**src/rtl/bubble_guard_pkg.sv**
```systemverilog
package bubble_guard_pkg;

  typedef enum logic [2:0] {
    ST_IDLE    = 3'd0,
    ST_FORCE   = 3'd1,
    ST_RELEASE = 3'd2,
    ST_ARMED   = 3'd3,
    ST_FAILED  = 3'd4
  } guardState_t;

  typedef struct packed {
    logic loadTimer;
    logic setSafe;
    logic clrSafe;
  } guardCmd_t;

endpackage

```
**src/rtl/bubble_guard_dp.sv**
```systemverilog
module bubble_guard_dp
  import bubble_guard_pkg::*;
#(
  parameter int TIMEOUT_MS = 500
) (
  input  logic      clk,
  input  logic      rstN,
  input  logic      enable,
  input  logic      msTick,
  input  logic      clsValid,
  input  logic      clsBubble,
  input  guardCmd_t cmd,
  output logic      enRise,
  output logic      heldBubble,
  output logic      timerDone,
  output logic      safeTrip
);
  localparam int CNT_W = $clog2(TIMEOUT_MS + 1);
  localparam logic [CNT_W-1:0] LOAD_VAL = CNT_W'(TIMEOUT_MS);

  logic             enPrev;
  logic [CNT_W-1:0] msLeft;

  always_ff @(posedge clk) begin
    if (!rstN) begin
      enPrev     <= 1'b1;
      heldBubble <= 1'b0;
    end else begin
      enPrev <= enable;
      if (clsValid) heldBubble <= clsBubble;
    end
  end

  always_ff @(posedge clk) begin
    if (!rstN) begin
      msLeft <= '0;
    end else if (cmd.loadTimer) begin
      msLeft <= LOAD_VAL;
    end else if (msTick && (msLeft != '0)) begin
      msLeft <= msLeft - 1'b1;
    end
  end

  always_ff @(posedge clk) begin
    if (!rstN) begin
      safeTrip <= 1'b0;
    end else if (cmd.setSafe) begin
      safeTrip <= 1'b1;
    end else if (cmd.clrSafe) begin
      safeTrip <= 1'b0;
    end
  end

  assign enRise    = enable && !enPrev;
  assign timerDone = (msLeft == '0);

  AST_HELD_KEEP: assert property (@(posedge clk) disable iff (!rstN)
    !clsValid |=> heldBubble == $past(heldBubble));

  AST_TIMER_NO_WRAP: assert property (@(posedge clk) disable iff (!rstN)
    (msLeft == '0) && !cmd.loadTimer |=> msLeft == '0);

  AST_TRIP_HOLD: assert property (@(posedge clk) disable iff (!rstN)
    safeTrip && !cmd.clrSafe |=> safeTrip);

endmodule

```
**src/rtl/bubble_guard_ctrl.sv**
```systemverilog
module bubble_guard_ctrl
  import bubble_guard_pkg::*;
(
  input  logic      clk,
  input  logic      rstN,
  input  logic      enable,
  input  logic      enRise,
  input  logic      heldBubble,
  input  logic      timerDone,
  output guardCmd_t cmd,
  output logic      testLine,
  output logic      passOk,
  output logic      failSt
);
  guardState_t curState, nxtState;

  always_comb begin
    nxtState      = curState;
    cmd.loadTimer = 1'b0;
    cmd.setSafe   = 1'b0;
    cmd.clrSafe   = 1'b0;
    if (!enable) begin
      nxtState = ST_IDLE;
    end else begin
      unique case (curState)
        ST_IDLE: if (enRise) begin
          nxtState      = ST_FORCE;
          cmd.loadTimer = 1'b1;
        end
        ST_FORCE: if (heldBubble) begin
          nxtState      = ST_RELEASE;
          cmd.loadTimer = 1'b1;
        end else if (timerDone) begin
          nxtState = ST_FAILED;
        end
        ST_RELEASE: if (!heldBubble) begin
          nxtState    = ST_ARMED;
          cmd.clrSafe = 1'b1;
        end else if (timerDone) begin
          nxtState = ST_FAILED;
        end
        ST_ARMED: if (heldBubble) cmd.setSafe = 1'b1;
        ST_FAILED: ;
        default: nxtState = ST_IDLE;
      endcase
      if (nxtState == ST_FAILED) cmd.setSafe = 1'b1;
    end
  end

  always_ff @(posedge clk) begin
    if (!rstN) curState <= ST_IDLE;
    else       curState <= nxtState;
  end

  assign testLine = (curState == ST_FORCE);
  assign passOk   = (curState == ST_ARMED);
  assign failSt   = (curState == ST_FAILED);

  AST_STATUS_EXCL: assert property (@(posedge clk) disable iff (!rstN)
    $onehot0({testLine, passOk, failSt}));

  AST_EN_LOW_IDLE: assert property (@(posedge clk) disable iff (!rstN)
    !enable |=> !testLine && !passOk && !failSt);

  AST_START_ON_RISE: assert property (@(posedge clk) disable iff (!rstN)
    !testLine && !(enable && !$past(enable)) |=> !testLine || $past(testLine) || $past(enRise));

  AST_FORCE_EXIT: assert property (@(posedge clk) disable iff (!rstN)
    testLine && heldBubble && enable |=> !testLine && !failSt);

endmodule

```
**src/rtl/bubble_guard_top.sv**
```systemverilog
module bubble_guard_top
  import bubble_guard_pkg::*;
#(
  parameter int TIMEOUT_MS = 500
) (
  input  logic clk,
  input  logic rstN,
  input  logic enable,
  input  logic msTick,
  input  logic clsValid,
  input  logic clsBubble,
  output logic testLine,
  output logic passOk,
  output logic failSt,
  output logic safeTrip
);
  guardCmd_t cmd;
  logic      enRise;
  logic      heldBubble;
  logic      timerDone;

  bubble_guard_dp #(.TIMEOUT_MS(TIMEOUT_MS)) dp_i (
    .clk(clk), .rstN(rstN), .enable(enable), .msTick(msTick),
    .clsValid(clsValid), .clsBubble(clsBubble), .cmd(cmd),
    .enRise(enRise), .heldBubble(heldBubble), .timerDone(timerDone),
    .safeTrip(safeTrip)
  );

  bubble_guard_ctrl ctrl_i (
    .clk(clk), .rstN(rstN), .enable(enable), .enRise(enRise),
    .heldBubble(heldBubble), .timerDone(timerDone), .cmd(cmd),
    .testLine(testLine), .passOk(passOk), .failSt(failSt)
  );

  AST_FAIL_TRIPS: assert property (@(posedge clk) disable iff (!rstN)
    failSt |-> safeTrip && !testLine);

endmodule

```
**config.mk**
```make
export PLATFORM = sky130hd
export DESIGN_NAME = bubble_guard_top
export DESIGN_NICKNAME = d
export VERILOG_FILES = /design/src/rtl/bubble_guard_pkg.sv /design/src/rtl/bubble_guard_dp.sv /design/src/rtl/bubble_guard_ctrl.sv /design/src/rtl/bubble_guard_top.sv
export SDC_FILE = /design/constraint.sdc
export NUM_CORES = 1
export LEC_CHECK = 0
export ABC_AREA = 1
export BUFFER_PORTS_ARGS = -buffer_cell sky130_fd_sc_hd__buf_2
export CAP_MARGIN = 20
export CORE_ASPECT_RATIO = 0.7
export CORE_MARGIN = 5
export CORE_UTILIZATION = 35
export DETAILED_ROUTE_END_ITERATION = 16
export GPL_TIMING_DRIVEN = 0
export PLACE_DENSITY = 0.63
export SLEW_MARGIN = 25
export SYNTH_ARGS = -nofsm -noshare
export SYNTH_HDL_FRONTEND = slang
export SYNTH_HIERARCHICAL = 1
export SYNTH_SLANG_ARGS = --single-unit
```
**constraint.sdc**
```tcl
create_clock -name clk -period 3.5 [get_ports clk]
set_clock_uncertainty 0.2 [all_clocks]
set_input_delay 1.05 -clock clk [delete_from_list [all_inputs] [get_ports clk]]
set_output_delay 1.05 -clock clk [all_outputs]
set_load 0.02 [all_outputs]
```
==> results of run 1 <==
[cell usage after synthesis, drive strengths merged]
master,n,area share
a21oi,11,0.060
clkbuf,1,0.015
dfxtp,15,0.33
ha,1,0.014
inv,34,0.14
nand2,40,0.18
nand3,18,0.11
nand4,2,0.014
nor2,16,0.085
nor3,2,0.016
o211ai,2,0.016
o21ai,2,0.011
xor2,1,0.0096
[logic make-up after synthesis]
logic type | count (synthesis)
buffers and inverters | 35
AO/OA/AOI/OAI | 15
AND/OR/NAND/NOR | 78
XOR/XNOR | 1
adder cells (fa/ha/maj) | 1
flip-flops | 15
[power by group]
part	internal (mW)	leakage [nW]	switching, mW
Sequential	0.223	0.123	0.0509
Combinational	0.193	0.411	0.328
Clock	0.0806	0.0228	0.0585
Total	0.496	0.557	0.437
[registers in the layout (all words and copies together), names as in the netlist]
| signal | flops |
|---|---|
| ctrl_i/curState | 3 |
| dp_i/msLeft | 9 |
| dp_i/enPrev | 1 |
| dp_i/heldBubble | 1 |
| dp_i/safeTrip | 1 |
[cells in the final DEF, fill, tap and decap left out]
master	n
a21oi_1	11
buf_2	8
clkbuf_1	1
clkbuf_8	4
dfxtp_1	15
ha_1	1
inv_1	28
inv_2	6
nand2_1	36
nand2_2	3
nand2_4	1
nand3_1	17
nand3_4	1
nand4_1	2
nor2_1	13
nor2_2	1
nor2_4	2
nor3_1	1
nor3_2	1
o211ai_1	2
o21ai_0	1
o21ai_1	1
xor2_1	1
[worst max-delay path, delay by kind of cell (launching register included)]
| kind | cells | cell delay (ns) |
|---|---|---|
| DFF | 1 | 0.41 |
| buffers and inverters | 2 | 0.28 |
| and+or+nand+nor | 1 | 0.13 |
[layout make-up]
class / instances / area share
flip-flops and latches: 15 / 0.2878
inverters: 34 / 0.1223
repair buffers: 8 / 0.03837
plain buffers: 1 / 0.01319
clock buffers: 4 / 0.04317
well taps: 34 / 0.04077
multi-input cells: 95 / 0.4544
[worst max path at each step]
stage | from | to | slack (ns) | cells after the start
finish | ctrl_i/curState[0] | passOk | 1.18 | 3
floorplan | enable | dp_i/msLeft[2] | 1.49 | 8
CTS | ctrl_i/curState[0] | passOk | 1.19 | 3
detailed placement | enable | dp_i/msLeft[5] | 1.18 | 9
global route | ctrl_i/curState[0] | passOk | 1.11 | 3
global placement | enable | dp_i/msLeft[4] | 1.21 | 9
[routing by layer]
metal | part of all wire | vias up | GRT usage
li1 | - | 473 | -
met1 | 0.52 | 383 | 0.1471
met2 | 0.41 | 26 | 0.1616
met3 | 0.056 | 6 | 0.04215
met4 | 0.013 | 0 | 0.03750
met5 | 0 | - | 0
==> flow_metrics.tcl, run 1 <==
set metrics [dict create \
    outcome "completed" \
    cts.sinks 15 \
    totalWireLength_mm 1.836 \
    holdWs_ns 0.2646 \
    fin_setup_tns_ns 0 \
    io_pins 10 \
    synth-seq-cells 15 \
    num_rows 15 \
    die-area_mm2 0.003756 \
    multiInputGateArea_um2 474.2 \
    rsz0062_at_grt "false" \
    cts_buffer_depth 2 \
    num_vias 888 \
    worst_slew_pin_slew_ns 0.2668 \
    path_max_fanout 5 \
    gr-total-overflow 0 \
    finalSetupViolations 0 \
    grt_usage 0.1104 \
    path_cells "inv_1 -> nor3_2 -> buf_2" \
    timing.final.crit_share 0.6621 \
    tritoncts "built" \
    design_area_mm2 0.001044 \
    clkLatencyLatePin_ns 0.25 \
    place.gp.congestion 0.8717 \
    cts_setup_buffers 0 \
    fin_total_pwr_mw 0.9338 \
    period_minus_slack_ns 2.317 \
    grt_start_max_net_pins 11 \
    synth.cell_area_um2 915.9 \
    dr.pass1.iters 4 \
    fill_cells 272 \
    synth_xor_area_frac 0.009563 \
    grt_pass1_vias 754 \
    cts_made_buffers 3 \
    timing.fmax_mhz 431.5 \
    holdPathEnd "dp_i/msLeft[8]" \
    die_x_um 71.14 \
    yosys.area_share.adder 0.01366 \
    cpMaxStageDelayCell "dfxtp_1" \
    htree_levels 1 \
    grt_pass1_wl_mm 3.229 \
    setup_slack_ns 1.183 \
    r2r_end "dp_i/safeTrip" \
    hold_path.class "reg2reg" \
    portBuffers 8 \
    max_stage_delay_ns 0.41 \
    n_antenna_cell 0 \
    hold_start "dp_i/msLeft[8]" \
    leakage_nw 0.5569 \
    hold_depth 2 \
    yosysWarnings 6 \
    hold_buffers 0 \
    synth_compound_area_frac 0.08743 \
    drt-wirelength-per-cell_um 9.613 \
    timing.rr.start "dp_i/msLeft[0]" \
    core-area_mm2 0.002477 \
    synth_nets 152 \
    p_per_area_mw_per_mm2 894.9 \
    syn_inst 145 \
    synthMuxAreaShare 0 \
    relSlewSlack 0.8219 \
    seq_area_um2 300.3 \
    avgSynthCellArea_um2 6.316 \
    peakVddDrop_v 0.0002737 \
    placed_area_um2 998.5 \
    timing_worst_setup_path_type "reg2out" \
    root_buffer "clkbuf_8" \
    drc 0 \
    drtIter0Drc 71 \
    cp.required_ns 2.25 \
    hold_viol 0 \
    via_per_inst 4.649 \
    reg2reg_depth 14 \
    drtAntennaViolNets 0 \
    dp_cells 187 \
    nets 165 \
    drive_gt1_frac 0.1720 \
    die_h_um 52.80 \
    ys_types 21 \
    dp_worst_setup_slack_ns 1.185 \
    cp-end-kind "output port" \
    critPathLaunchType "flip-flop" \
    drv_cap 0 \
    yosys.area_share.simple 0.4071 \
    cts_resized 0 \
    cts.clk_slew.worst_paths_ns 0.06 \
    ys_seq_area_frac 0.3279 \
    antenna_found_initial 0 \
    synth_top_family_by_area "simple AND/OR/NAND/NOR gates" \
    hpwl_mm 1.493 \
    final_cells 191 \
    worstPathArrival_ns 1.07 \
    drv_slew 0 \
    fin_util 0.4212 \
    start_util 0.3697 \
    r2r_slack_ns 1.53 \
    syn_to_final_growth_pct 13.93 \
]
Power figures use the tool's default switching activity.
==> inputs of run 2 (changes only) <==
ABC_AREA = 0   (was 1)
clock period = 2.28 ns   (was 3.5 ns; I/O delays follow)
==> run 2 against run 1 <==
  * Synthesized area shrank 6.6%
  * Non-clock buffer count is 5 higher
  * Clock power increased by 7%
  * Sequential share of layout area up 1.4 points
  * Global-route usage decreased by 0.66 points
  * Synthesized cell count shrank 34%
  * Flip-flop and latch count did not move
  * Core utilization down 0.77 points
  * Highest routed layer unchanged
  * Clock-buffer cell count did not move
==> flow_metrics.tcl, run 2 <==
set metrics [dict create \
    outcome "completed" \
    portBuffers 9 \
    n_antenna_cell 0 \
    regMostFlops "dp_i/msLeft" \
    synth.most_common_cell "dfxtp_1" \
    share_comb_of_total_power 0.533 \
    critical_path.startpoint "dp_i/msLeft[0]" \
    peakVddDrop_v 0.0005965 \
    critPathLaunchType "flip-flop" \
    yosys.area.top_type "dfxtp_1" \
    clkLatencyLatePin_ns 0.28 \
    timing.fmax_mhz 471.4 \
    totalWireLength_mm 1.785 \
    worstPathArrival_ns 2.14 \
    leakage_nw 0.3682 \
    tritoncts "built" \
    drv_cap 0 \
    placed_area_um2 943.4 \
    avgSynthCellArea_um2 8.915 \
    die_h_um 51.37 \
    grt_pass1_wl_mm 3.001 \
    syn_inst 96 \
    synth-edff-count 0 \
    start_util 0.3563 \
    synth_commonest_cells "15 x dfxtp_1, 10 x nor2_1, 7 x a21oi_1, 7 x inv_1, 5 x nand2_1" \
    synth_nets 103 \
    path_max_fanout 7 \
    core-area_mm2 0.002402 \
    synth_area_leaders "dfxtp_1 35%, nor2_1 4.4%, a21oi_1 4.1%, inv_1 3.1%, buf_6 2.6%" \
    via_per_inst 5.145 \
    p_per_area_mw_per_mm2 1198 \
    worst_slew_pin_slew_ns 0.4607 \
    root_buffer "clkbuf_4" \
    drtAntennaViolNets 0 \
    top_regs "dp_i/msLeft: 9 flops, ctrl_i/curState: 3 flops" \
    hold_start "dp_i/safeTrip" \
    ys_types 43 \
    internal_power_mw 0.7029 \
    dp_cells 139 \
    num_vias 746 \
    drtIter0Drc 24 \
    io_pins 10 \
    syn_to_final_growth_pct 16.08 \
    synth-seq-cells 15 \
    drt-wirelength-per-cell_um 12.31 \
    hold_buffers 0 \
    dr.pass1.iters 4 \
    die-area_mm2 0.003550 \
    htree_levels 1 \
    largest_reg_flops 9 \
    dp_worst_setup_slack_ns -0.09289 \
    hold_viol 0 \
    rsz0062_at_grt "false" \
    period_minus_slack_ns 2.122 \
    synth.cell_area_um2 855.8 \
    cts.clk_slew.worst_paths_ns 0.08 \
    layout_common_cells "15 x dfxtp_1, 10 x nor2_1, 9 x buf_2, 7 x a21oi_1, 7 x inv_1" \
    design_area_um2 993.5 \
    nets 119 \
    hold_path.class "reg2reg" \
    p_switching_mw 0.4871 \
    place.gp.congestion 0.8231 \
    num_rows 15 \
    timing.rr.start "dp_i/msLeft[0]" \
    grt_pass1_vias 675 \
    yosysWarnings 6 \
    cp-end-kind "flip-flop" \
    final_common_cell "dfxtp_1" \
    fin_total_pwr_mw 1.190 \
    drc 0 \
    relSlewSlack 0.6922 \
    drv_slew 0 \
    yosys_most_used_dff "dfxtp_1" \
    setup_slack_ns 0.1585 \
    timing.final.crit_share 0.9305 \
    final_cells 145 \
    drive_gt1_frac 0.2162 \
    grt_usage 0.1039 \
    power_frac_clock 0.125 \
    antenna_found_initial 0 \
    seqPwrFrac 0.342 \
    finalSetupViolations 0 \
    yosysTopAreaCellShare 0.3509 \
    cts_made_buffers 3 \
    hpwl_mm 1.268 \
    ys_seq_area_frac 0.3509 \
    cp.required_ns 2.30 \
    timing_worst_setup_path_type "reg2reg" \
    die_x_um 69.10 \
    grt_start_max_net_pins 11 \
    swShare 0.4093 \
    gr-total-overflow 0 \
    cts_buffer_depth 2 \
    cts.sinks 15 \
    async_flop_share 0 \
]
==> run 2: changes by cell type in the layout (fill, tap and decap cells not counted), sizes merged, moves of 4 or more <==
cell	previous run	this run
nand2	40	5
nand3	18	1
buf	8	13
nand2b	0	4
inv	34	7
nor2	16	10
a21oi	11	7
==> run 2: layer usage <==
layer	wire length (um)	up-vias	track usage
li1	-	382	-
met1	939	341	0.1429
met2	748	21	0.1614
met3	77	2	0.02554
met4	19	0	0.02922
met5	0	-	0
==> run 2: area by class of cell <==
type                       instances  area, um2
fill                             276       1409
multi-input combinational         71      511.7
sequential                        15      300.3
timing repair buffer              11      60.06
tap                               34      42.54
clock buffer                       4      26.28
buffer                             3      26.28
inverter                           7      26.28
==> run 2: power groups by stage <==
| stage | Combinational [mW] | Clock [mW] | Sequential (mW) |
|---|---|---|---|
| detailed placement | 0.526 | 0 | 0.410 |
| global placement | 0.518 | 0 | 0.406 |
| global route | 0.684 | 0.174 | 0.417 |
| floorplan | 0.435 | 0 | 0.392 |
| CTS | 0.555 | 0.157 | 0.404 |
| finish | 0.634 | 0.149 | 0.407 |
==> run 2: worst paths after layout <==
kind / to / slack [ns] / cells past startpoint
max: dp_i/safeTrip / 0.16 / 9
min: dp_i/safeTrip / 0.31 / 2
max reg2reg: dp_i/safeTrip / 0.16 / 9
min reg2reg: dp_i/safeTrip / 0.31 / 2
==> run 2: cells by family after synthesis <==
group	Yosys count	share of synthesized area
xor+xnor	2	0.02047
fa+ha+maj	1	0.01462
mux	1	0.01170
flops	15	0.3509
buf+inv	10	0.06140
simple gates	42	0.3246
compound gates	25	0.2164
==> run 2: worst max-delay path: stages, from the launching register on <==
cell and delay, ns:
dfxtp_1 0.34, inv_1 0.06, ha_1 0.18, or3b_4 0.42, nor3_4 0.28, nand4bb_1 0.17
a21oi_1 0.17, o21a_1 0.12, a21oi_1 0.04, nor2_1 0.08
==> run 2: through the flow <==
| stage | setup TNS (ns) | hold slack (ns) | util |
|---|---|---|---|
| after global routing | 0 | 0.3640 | 0.4135 |
| after CTS | 0 | 0.3247 | 0.4063 |
| after floorplan | 0 | 0.2713 | - |
| after detailed placement | -0.09289 | 0.2949 | 0.3927 |
| final | 0 | 0.3117 | 0.4135 |
| after global placement | -0.08168 | 0.2689 | 0.3927 |
==> run 2: repair_timing <==
| item | 4_1_cts | 5_1_grt |
|---|---|---|
| resized for setup | 1 | 1 |
| pin swaps | 0 | 1 |
| endpoints found under the hold margin | 0 | 0 |
| buffers inserted | 0 | 2 |
| setup endpoints to repair | 1 | 1 |
